File: src/rtl/xfm_pkg.sv
package xfm_pkg;

  typedef enum logic [1:0] {
    XS_IDLE = 2'd0,
    XS_SCAN = 2'd1,
    XS_DONE = 2'd2
  } xfm_state_e;

  typedef enum logic {
    AR_ROW = 1'b0,
    AR_COL = 1'b1
  } xfm_area_e;

  function automatic int unsigned clog2_min1(input int unsigned v);
    return (v <= 1) ? 1 : $clog2(v);
  endfunction

endpackage

File: src/rtl/xfm_seq.sv
module xfm_seq
  import xfm_pkg::*;
#(
  parameter int unsigned K  = 4,
  parameter int unsigned RS = 2,
  parameter int unsigned CS = 2,
  parameter int unsigned PW = 2,
  parameter int unsigned EW = 1
) (
  input  logic            clk_i,
  input  logic            rst_ni,
  input  logic            start_i,
  output logic            load_o,
  output logic            step_o,
  output logic            done_o,
  output xfm_area_e       area_o,
  output logic [PW-1:0]   piv_o,
  output logic [EW-1:0]   ent_o
);

  localparam int unsigned NSLOT = K * (RS + CS);
  localparam int unsigned RW    = $clog2(NSLOT + 1);
  localparam logic [EW-1:0] ROW_ENT_LAST = EW'(CS - 1);
  localparam logic [EW-1:0] COL_ENT_LAST = EW'(RS - 1);
  localparam logic [PW-1:0] PIV_LAST     = PW'(K - 1);

  xfm_state_e      state_q;
  xfm_area_e       area_q;
  logic [PW-1:0]   piv_q;
  logic [EW-1:0]   ent_q;
  logic            ent_last;

  assign load_o = (state_q == XS_IDLE) && start_i;
  assign step_o = (state_q == XS_SCAN);
  assign done_o = (state_q == XS_DONE);
  assign area_o = area_q;
  assign piv_o  = piv_q;
  assign ent_o  = ent_q;

  assign ent_last = (area_q == AR_ROW) ? (ent_q == ROW_ENT_LAST) : (ent_q == COL_ENT_LAST);

  always_ff @(posedge clk_i or negedge rst_ni) begin
    if (!rst_ni) begin
      state_q <= XS_IDLE;
      area_q  <= AR_ROW;
      piv_q   <= '0;
      ent_q   <= '0;
    end else begin
      case (state_q)
        XS_IDLE: begin
          if (start_i) begin
            state_q <= XS_SCAN;
            area_q  <= AR_ROW;
            piv_q   <= '0;
            ent_q   <= '0;
          end
        end
        XS_SCAN: begin
          if (ent_last) begin
            ent_q <= '0;
            if (piv_q == PIV_LAST) begin
              piv_q <= '0;
              if (area_q == AR_COL) state_q <= XS_DONE;
              else                  area_q  <= AR_COL;
            end else begin
              piv_q <= piv_q + PW'(1);
            end
          end else begin
            ent_q <= ent_q + EW'(1);
          end
        end
        XS_DONE: state_q <= XS_IDLE;
        default: state_q <= XS_IDLE;
      endcase
    end
  end

  // independent scan-length counter for the checks below
  logic [RW-1:0] run_q;
  always_ff @(posedge clk_i or negedge rst_ni) begin
    if (!rst_ni)     run_q <= '0;
    else if (load_o) run_q <= '0;
    else if (step_o) run_q <= run_q + RW'(1);
  end

  p_done_len_r3: assert property (@(posedge clk_i) disable iff (!rst_ni)
    done_o |-> run_q == RW'(NSLOT));

  p_done_pulse_r3: assert property (@(posedge clk_i) disable iff (!rst_ni)
    done_o |=> !done_o);

  p_scan_origin_r2: assert property (@(posedge clk_i) disable iff (!rst_ni)
    load_o |=> step_o && piv_o == '0 && ent_o == '0 && area_o == AR_ROW);

endmodule

File: src/rtl/xfm_match.sv
module xfm_match
  import xfm_pkg::*;
#(
  parameter int unsigned K   = 4,
  parameter int unsigned RAW = 3,
  parameter int unsigned CAW = 3,
  parameter int unsigned PW  = 2,
  parameter int unsigned CW  = 3
) (
  input  xfm_area_e        area_i,
  input  logic [PW-1:0]    piv_i,
  input  logic [CAW-1:0]   slot_col_i,
  input  logic [RAW-1:0]   slot_row_i,
  input  logic [K*RAW-1:0] pivot_row_i,
  input  logic [K*CAW-1:0] pivot_col_i,
  input  logic [CW-1:0]    pivot_cnt_i,
  output logic [K-1:0]     hit_o
);

  for (genvar j = 0; j < K; j++) begin : g_cmp
    localparam logic [CW-1:0] JC = CW'(j);
    localparam logic [PW-1:0] JP = PW'(j);
    logic eq;
    assign eq = (area_i == AR_ROW) ? (slot_col_i == pivot_col_i[j*CAW +: CAW])
                                   : (slot_row_i == pivot_row_i[j*RAW +: RAW]);
    assign hit_o[j] = (JC < pivot_cnt_i) && (piv_i != JP) && eq;
  end

endmodule

File: src/rtl/xfm_matrix.sv
module xfm_matrix
  import xfm_pkg::*;
#(
  parameter int unsigned K  = 4,
  parameter int unsigned PW = 2,
  parameter int unsigned CW = 3
) (
  input  logic             clk_i,
  input  logic             rst_ni,
  input  logic             load_i,
  input  logic             step_i,
  input  logic             slot_vld_i,
  input  xfm_area_e        area_i,
  input  logic [PW-1:0]    piv_i,
  input  logic [K-1:0]     hit_i,
  input  logic [CW-1:0]    pivot_cnt_i,
  output logic [K*K-1:0]   xmat_o,
  output logic [K-1:0]     row_tail_o,
  output logic [K-1:0]     col_tail_o
);

  function automatic logic [K*K-1:0] diag_mask();
    logic [K*K-1:0] m;
    m = '0;
    for (int a = 0; a < K; a++) m[a*K+a] = 1'b1;
    return m;
  endfunction

  localparam logic [K*K-1:0] DIAG_MASK = diag_mask();

  logic [K*K-1:0] xmat_q, diag_init, set_v;
  logic [K-1:0]   rtail_q, ctail_q, piv_oh;
  logic           active, miss;

  assign active = step_i && slot_vld_i;
  assign miss   = active && (hit_i == '0);

  for (genvar a = 0; a < K; a++) begin : g_row
    assign piv_oh[a] = (piv_i == PW'(a));
    for (genvar b = 0; b < K; b++) begin : g_col
      if (a == b) begin : g_diag
        assign diag_init[a*K+b] = (CW'(a) < pivot_cnt_i);
      end else begin : g_off
        assign diag_init[a*K+b] = 1'b0;
      end
      // row area of pivot a meets column of b, or column area of b meets row of a
      assign set_v[a*K+b] = active &&
        (((area_i == AR_ROW) && piv_oh[a] && hit_i[b]) ||
         ((area_i == AR_COL) && piv_oh[b] && hit_i[a]));
    end
  end

  always_ff @(posedge clk_i or negedge rst_ni) begin
    if (!rst_ni) begin
      xmat_q  <= '0;
      rtail_q <= '0;
      ctail_q <= '0;
    end else if (load_i) begin
      xmat_q  <= diag_init;
      rtail_q <= '0;
      ctail_q <= '0;
    end else begin
      xmat_q <= xmat_q | set_v;
      if (miss && area_i == AR_ROW) rtail_q <= rtail_q | piv_oh;
      if (miss && area_i == AR_COL) ctail_q <= ctail_q | piv_oh;
    end
  end

  assign xmat_o     = xmat_q;
  assign row_tail_o = rtail_q;
  assign col_tail_o = ctail_q;

  p_load_diag_r2: assert property (@(posedge clk_i) disable iff (!rst_ni)
    load_i |=> (xmat_q & ~DIAG_MASK) == '0 && rtail_q == '0 && ctail_q == '0);

  p_diag_hold_r2: assert property (@(posedge clk_i) disable iff (!rst_ni)
    step_i |=> ((xmat_q ^ $past(xmat_q)) & DIAG_MASK) == '0);

  p_no_clear_r4: assert property (@(posedge clk_i) disable iff (!rst_ni)
    step_i |=> ($past(xmat_q) & ~xmat_q) == '0);

  p_tail_only_miss_r7: assert property (@(posedge clk_i) disable iff (!rst_ni)
    (step_i && slot_vld_i && hit_i != '0) |=> $stable(rtail_q) && $stable(ctail_q));

  p_hold_r9: assert property (@(posedge clk_i) disable iff (!rst_ni)
    (!load_i && !step_i) |=> $stable(xmat_q) && $stable(rtail_q) && $stable(ctail_q));

endmodule

File: src/rtl/cross_fault_matrix.sv
module cross_fault_matrix
  import xfm_pkg::*;
#(
  parameter int unsigned ROW_SPARES = 2,
  parameter int unsigned COL_SPARES = 2,
  parameter int unsigned ROW_AW     = 3,
  parameter int unsigned COL_AW     = 3,
  localparam int unsigned K   = ROW_SPARES + COL_SPARES,
  localparam int unsigned CW  = $clog2(K + 1),
  localparam int unsigned NRS = K * COL_SPARES,
  localparam int unsigned NCS = K * ROW_SPARES
) (
  input  logic                  clk_i,
  input  logic                  rst_ni,
  input  logic                  start_i,
  input  logic [CW-1:0]         pivot_cnt_i,
  input  logic [K*ROW_AW-1:0]   pivot_row_i,
  input  logic [K*COL_AW-1:0]   pivot_col_i,
  input  logic [NRS*COL_AW-1:0] row_area_i,
  input  logic [NRS-1:0]        row_area_vld_i,
  input  logic [NCS*ROW_AW-1:0] col_area_i,
  input  logic [NCS-1:0]        col_area_vld_i,
  output logic [K*K-1:0]        xmat_o,
  output logic [K-1:0]          row_tail_o,
  output logic [K-1:0]          col_tail_o,
  output logic                  done_o
);

  localparam int unsigned PW  = clog2_min1(K);
  localparam int unsigned EW  = clog2_min1((ROW_SPARES > COL_SPARES) ? ROW_SPARES : COL_SPARES);
  localparam int unsigned RIW = clog2_min1(NRS);
  localparam int unsigned CIW = clog2_min1(NCS);

  logic            load, step, slot_live, slot_vld;
  xfm_area_e       area;
  logic [PW-1:0]   piv;
  logic [EW-1:0]   ent;
  logic [RIW-1:0]  ridx;
  logic [CIW-1:0]  cidx;
  logic [COL_AW-1:0] slot_col;
  logic [ROW_AW-1:0] slot_row;
  logic [K-1:0]    hit;

  logic [COL_AW-1:0] ra_arr [NRS];
  logic [ROW_AW-1:0] ca_arr [NCS];

  for (genvar s = 0; s < NRS; s++) begin : g_ra
    assign ra_arr[s] = row_area_i[s*COL_AW +: COL_AW];
  end
  for (genvar s = 0; s < NCS; s++) begin : g_ca
    assign ca_arr[s] = col_area_i[s*ROW_AW +: ROW_AW];
  end

  xfm_seq #(
    .K(K), .RS(ROW_SPARES), .CS(COL_SPARES), .PW(PW), .EW(EW)
  ) seq_i (
    .clk_i  (clk_i),
    .rst_ni (rst_ni),
    .start_i(start_i),
    .load_o (load),
    .step_o (step),
    .done_o (done_o),
    .area_o (area),
    .piv_o  (piv),
    .ent_o  (ent)
  );

  assign ridx = RIW'(piv) * RIW'(COL_SPARES) + RIW'(ent);
  assign cidx = CIW'(piv) * CIW'(ROW_SPARES) + CIW'(ent);

  assign slot_col  = ra_arr[ridx];
  assign slot_row  = ca_arr[cidx];
  assign slot_live = (CW'(piv) < pivot_cnt_i);
  assign slot_vld  = slot_live &&
                     ((area == AR_ROW) ? row_area_vld_i[ridx] : col_area_vld_i[cidx]);

  xfm_match #(
    .K(K), .RAW(ROW_AW), .CAW(COL_AW), .PW(PW), .CW(CW)
  ) match_i (
    .area_i     (area),
    .piv_i      (piv),
    .slot_col_i (slot_col),
    .slot_row_i (slot_row),
    .pivot_row_i(pivot_row_i),
    .pivot_col_i(pivot_col_i),
    .pivot_cnt_i(pivot_cnt_i),
    .hit_o      (hit)
  );

  xfm_matrix #(
    .K(K), .PW(PW), .CW(CW)
  ) matrix_i (
    .clk_i      (clk_i),
    .rst_ni     (rst_ni),
    .load_i     (load),
    .step_i     (step),
    .slot_vld_i (slot_vld),
    .area_i     (area),
    .piv_i      (piv),
    .hit_i      (hit),
    .pivot_cnt_i(pivot_cnt_i),
    .xmat_o     (xmat_o),
    .row_tail_o (row_tail_o),
    .col_tail_o (col_tail_o)
  );

  p_masked_slot_r6: assert property (@(posedge clk_i) disable iff (!rst_ni)
    (step && !slot_live) |=> $stable(xmat_o) && $stable(row_tail_o) && $stable(col_tail_o));

endmodule

File: config.mk
export PLATFORM = sky130hd
export DESIGN_NAME = cross_fault_matrix
export DESIGN_NICKNAME = d
export VERILOG_FILES = /design/src/rtl/xfm_pkg.sv /design/src/rtl/xfm_seq.sv /design/src/rtl/xfm_match.sv /design/src/rtl/xfm_matrix.sv /design/src/rtl/cross_fault_matrix.sv
export SDC_FILE = /design/constraint.sdc
export NUM_CORES = 1
export LEC_CHECK = 0
export ABC_AREA = 1
export BUFFER_PORTS_ARGS = -buffer_cell sky130_fd_sc_hd__buf_2
export CAP_MARGIN = 30
export CORE_AREA = 10 10 92 94
export DETAILED_ROUTE_END_ITERATION = 7
export DIE_AREA = 0 0 102 104
export GPL_TIMING_DRIVEN = 0
export HOLD_SLACK_MARGIN = 0.02
export PLACE_DENSITY = 0.86
export SLEW_MARGIN = 5
export SYNTH_ARGS = -nofsm -noshare
export SYNTH_HDL_FRONTEND = slang
export SYNTH_SLANG_ARGS = --single-unit
File: constraint.sdc
create_clock -name clk_i -period 5.9 [get_ports clk_i]
set_input_delay 0 -clock clk_i [delete_from_list [all_inputs] [get_ports clk_i]]
set_output_delay 0 -clock clk_i [all_outputs]
set_load 0.1 [all_outputs]
==> impl_results.md <==
* Status: finished clean
* Peak Freq at 441 MHz
* Routability cong. at 0.860
* Top-area cell type share of the netlist area at 0.235
* FFs w/ async S/R, synth at 1.00
* IO Count at between 100 and 150
* Rows at 30
* Dpl ws at 3.68 ns
* Layout Area Growth over Synthesis at 24.8%
* Die Y-Extent at 104 um
* Power per cell area at roughly 610 nW/um^2
* Total leakage power at ~2.4 nW
* Total power draw at roughly 2.4 mW
* Die width at around 100 um
* Grt ovf at 0
* Routed wire length at 9610 um
* Largest net degree at the start of global routing at 31
* Cells after Synth at roughly 490
* Vias in the first global route at between 3000 and 4000
* Hold-critical path depth at 3
* Nets at 719
* Setup TNS at 0 ns
* Max incr delay on CP at just under 0.5 ns
* Worst Path Arrival at around 2.4 ns
* Max VDD drop at between 0.0004 and 0.0005 V
* DP HPWL at roughly 7900 um
* Core area at approximately 6700 um^2
* Routed len/inst at approximately 14 um
* Synth warn at 0
* Mean Syn Cell Area at around 6.5 um^2
* Final WS setup at approximately 3.6 ns
* Initial drt markers at 235
* Internal at 934 uW
* CP most frequent cell: buf_4
* Synth Register Bits at 30
* Antenna Violating Nets Remaining at 0
* Initial antenna violation count at 0
* Most used DFF post-synth: dfrtp_1
* Drt first pass iters at 4
* Cells on worst reg2reg path at 10
* Top post-synthesis cells by area: dfrtp_1 (23%), nand2_1 (17%), nand3_2 (9.1%)
* RSZ-0062 raised after global routing: no
* Yosys cell types at 30
* Crit path cell chain: buf_4 > inv_2 > buf_4 > ha_1 > nor2_1 > nand3_4 > nand2_4 > nor2_8 > nand4_1 > nand2_1
* Share of cells above drive strength 1 at 0.329
* DR vias/cell at 5.05
* Mapped cell area at approximately 3200 um^2
* # diodes at 0
* H-tree levels at 2
* Root Buffer: clkbuf_8
* Synth cell count leaders: nand2_1 (145), inv_1 (77), nor2_1 (49), dfrtp_1 (30), nand3_2 (29)
* Slew @ Worst Pin at 0.664 ns
* Most frequent cell after synthesis: nand2_1
* Period utilization at 0.384
* Via count at between 3000 and 4000
* Critical Path End Type: flop
* Die ar. at 10600 um^2
* Data required, critical path at just over 6 ns
* Part of the power in registers at 0.138
* Clock Sinks at 30
* Sw Share at 0.615
* Clock transition at path regs at 0.06 ns
* Skew final at ~0.0025 ns
* Total of max-cap violations at 0
* Clock Latency Late Sink at 0.29 ns
* EDFF count, synth at 0
* Crit Path Max Fanout at 11
* Net Count, Synth at between 500 and 600
* Input/output buffers at ~120
* CP max stage cell: nor2_1
* Inserted Clock Buffers at 5
* Finished Core Util at 0.597
* TritonCTS clock tree: yes
* Net switching power at ~1.5 mW
* DRC Markers at 0
* CP Launch Type: flop
* Max-Slew Margin vs Limit at 0.557
* Power share of the combinational group at 0.792
* Clock power frac at 0.070
* Initial Util at 0.478
* Tmin final at around 2.3 ns
* GRT Overall Usage at 0.182
* Top cell type by total area after synthesis: dfrtp_1
* Pins Over Slew Limit at 0
* Hold Path Class: in -> reg
* First-pass GRT wire length at 16200 um
* CTS Buffer Depth at 2
* Setup Viol. Count Final at 0
* Critical path class: reg -> reg
* Register area share after synthesis at 0.235
* Post-CTS setup buffer count at 0
* Final count of hold timing violations at 0
==> sequential cells by signal (all words and copies together), names as in the netlist <==
signal               flops
seq_i.area_o             1
seq_i.ent_o              1
matrix_i.col_tail_o      4
matrix_i.xmat_o         16
matrix_i.row_tail_o      4
seq_i.state_q            2
seq_i.piv_o              2
==> cells in the final DEF (no fill, tap or decap), types with 4 or more instances in the layout <==
master,n
nand4_1,14
inv_1,77
buf_6,4
nand2_1,145
nand2_2,10
or2_2,8
ha_1,5
a21oi_1,17
nand3_1,26
o21ai_0,16
nor2_1,49
nand3_4,4
nand3b_1,12
o21ai_1,13
nand2_4,4
o221ai_1,4
buf_2,121
dfrtp_1,30
buf_4,6
buf_8,4
clkbuf_1,4
clkbuf_8,6
nand3_2,29
==> power groups by stage <==
stage          Combinational [mW]  Clock [mW]  Sequential, mW
2_1_floorplan                1.11           0           0.796
3_3_place_gp                 1.88           0           0.335
3_5_place_dp                 1.92           0           0.338
4_1_cts                      1.92       0.172           0.336
5_1_grt                      2.11       0.181           0.346
6_report                     1.92       0.170           0.336
==> metrics by stage <==
step / instance area (um^2) / hold WS, ns / std cells
floorplan: 3200 / -0.296 / 494
global placement: 3890 / 0.0580 / 692
detailed placement: 3890 / 0.0739 / 692
CTS: 3990 / 0.0603 / 701
global route: 3990 / 0.0723 / 701
finish: 3990 / 0.0565 / 701
==> routing by layer <==
metal | track usage | part of all wire | vias to the layer above
met5 | 0 | 0 | -
met4 | 0.0675 | 0.029 | 0
met2 | 0.313 | 0.50 | 107
met3 | 0.0425 | 0.062 | 23
li1 | - | - | 1808
met1 | 0.209 | 0.41 | 1599
==> path summary, 6_finish.rpt <==
path                                    start                     end  slack (ns)
min reg2reg                matrix_i.xmat_o[0]      matrix_i.xmat_o[0]        0.49
max in group asynchronous              rst_ni        seq_i.state_q[1]        5.19
min                            pivot_cnt_i[0]      matrix_i.xmat_o[0]        0.06
min in group asynchronous              rst_ni      matrix_i.xmat_o[4]        0.28
max reg2reg                    seq_i.piv_o[1]  matrix_i.col_tail_o[0]        3.63
max                            seq_i.piv_o[1]  matrix_i.col_tail_o[0]        3.63
==> cell type report <==
class	count	area, um^2
Tap cell	80	100
Timing Repair Buffer	119	601
Sequential cell	30	751
Fill cell	671	2690
Inverter	81	312
Clock inverter	1	5.00
Clock buffer	7	86.3
Multi-Input combinational cell	363	1960
Buffer	20	176
==> worst max-delay path, delay by kind of cell (launching register included) <==
| family | cells | cell delay (ns) |
|---|---|---|
| AND/OR/NAND/NOR | 6 | 0.96 |
| buffers and inverters | 3 | 0.50 |
| flip-flops | 1 | 0.41 |
| adder cells (fa/ha/maj) | 1 | 0.28 |
==> repair_timing <==
| item | in CTS | in global routing |
|---|---|---|
| hold buffers | 1 | 0 |
| endpoints found under the hold margin | 30 | 0 |
| resized for setup | 0 | 0 |
==> cells by family after synthesis <==
| group | synth area share |
|---|---|
| AO/OA/AOI/OAI | 0.0904 |
| adder cells (fa/ha/maj) | 0.0196 |
| buffers and inverters | 0.153 |
| flip-flops | 0.235 |
| AND/OR/NAND/NOR | 0.503 |
No activity file was read; power rests on OpenSTA's default activity.
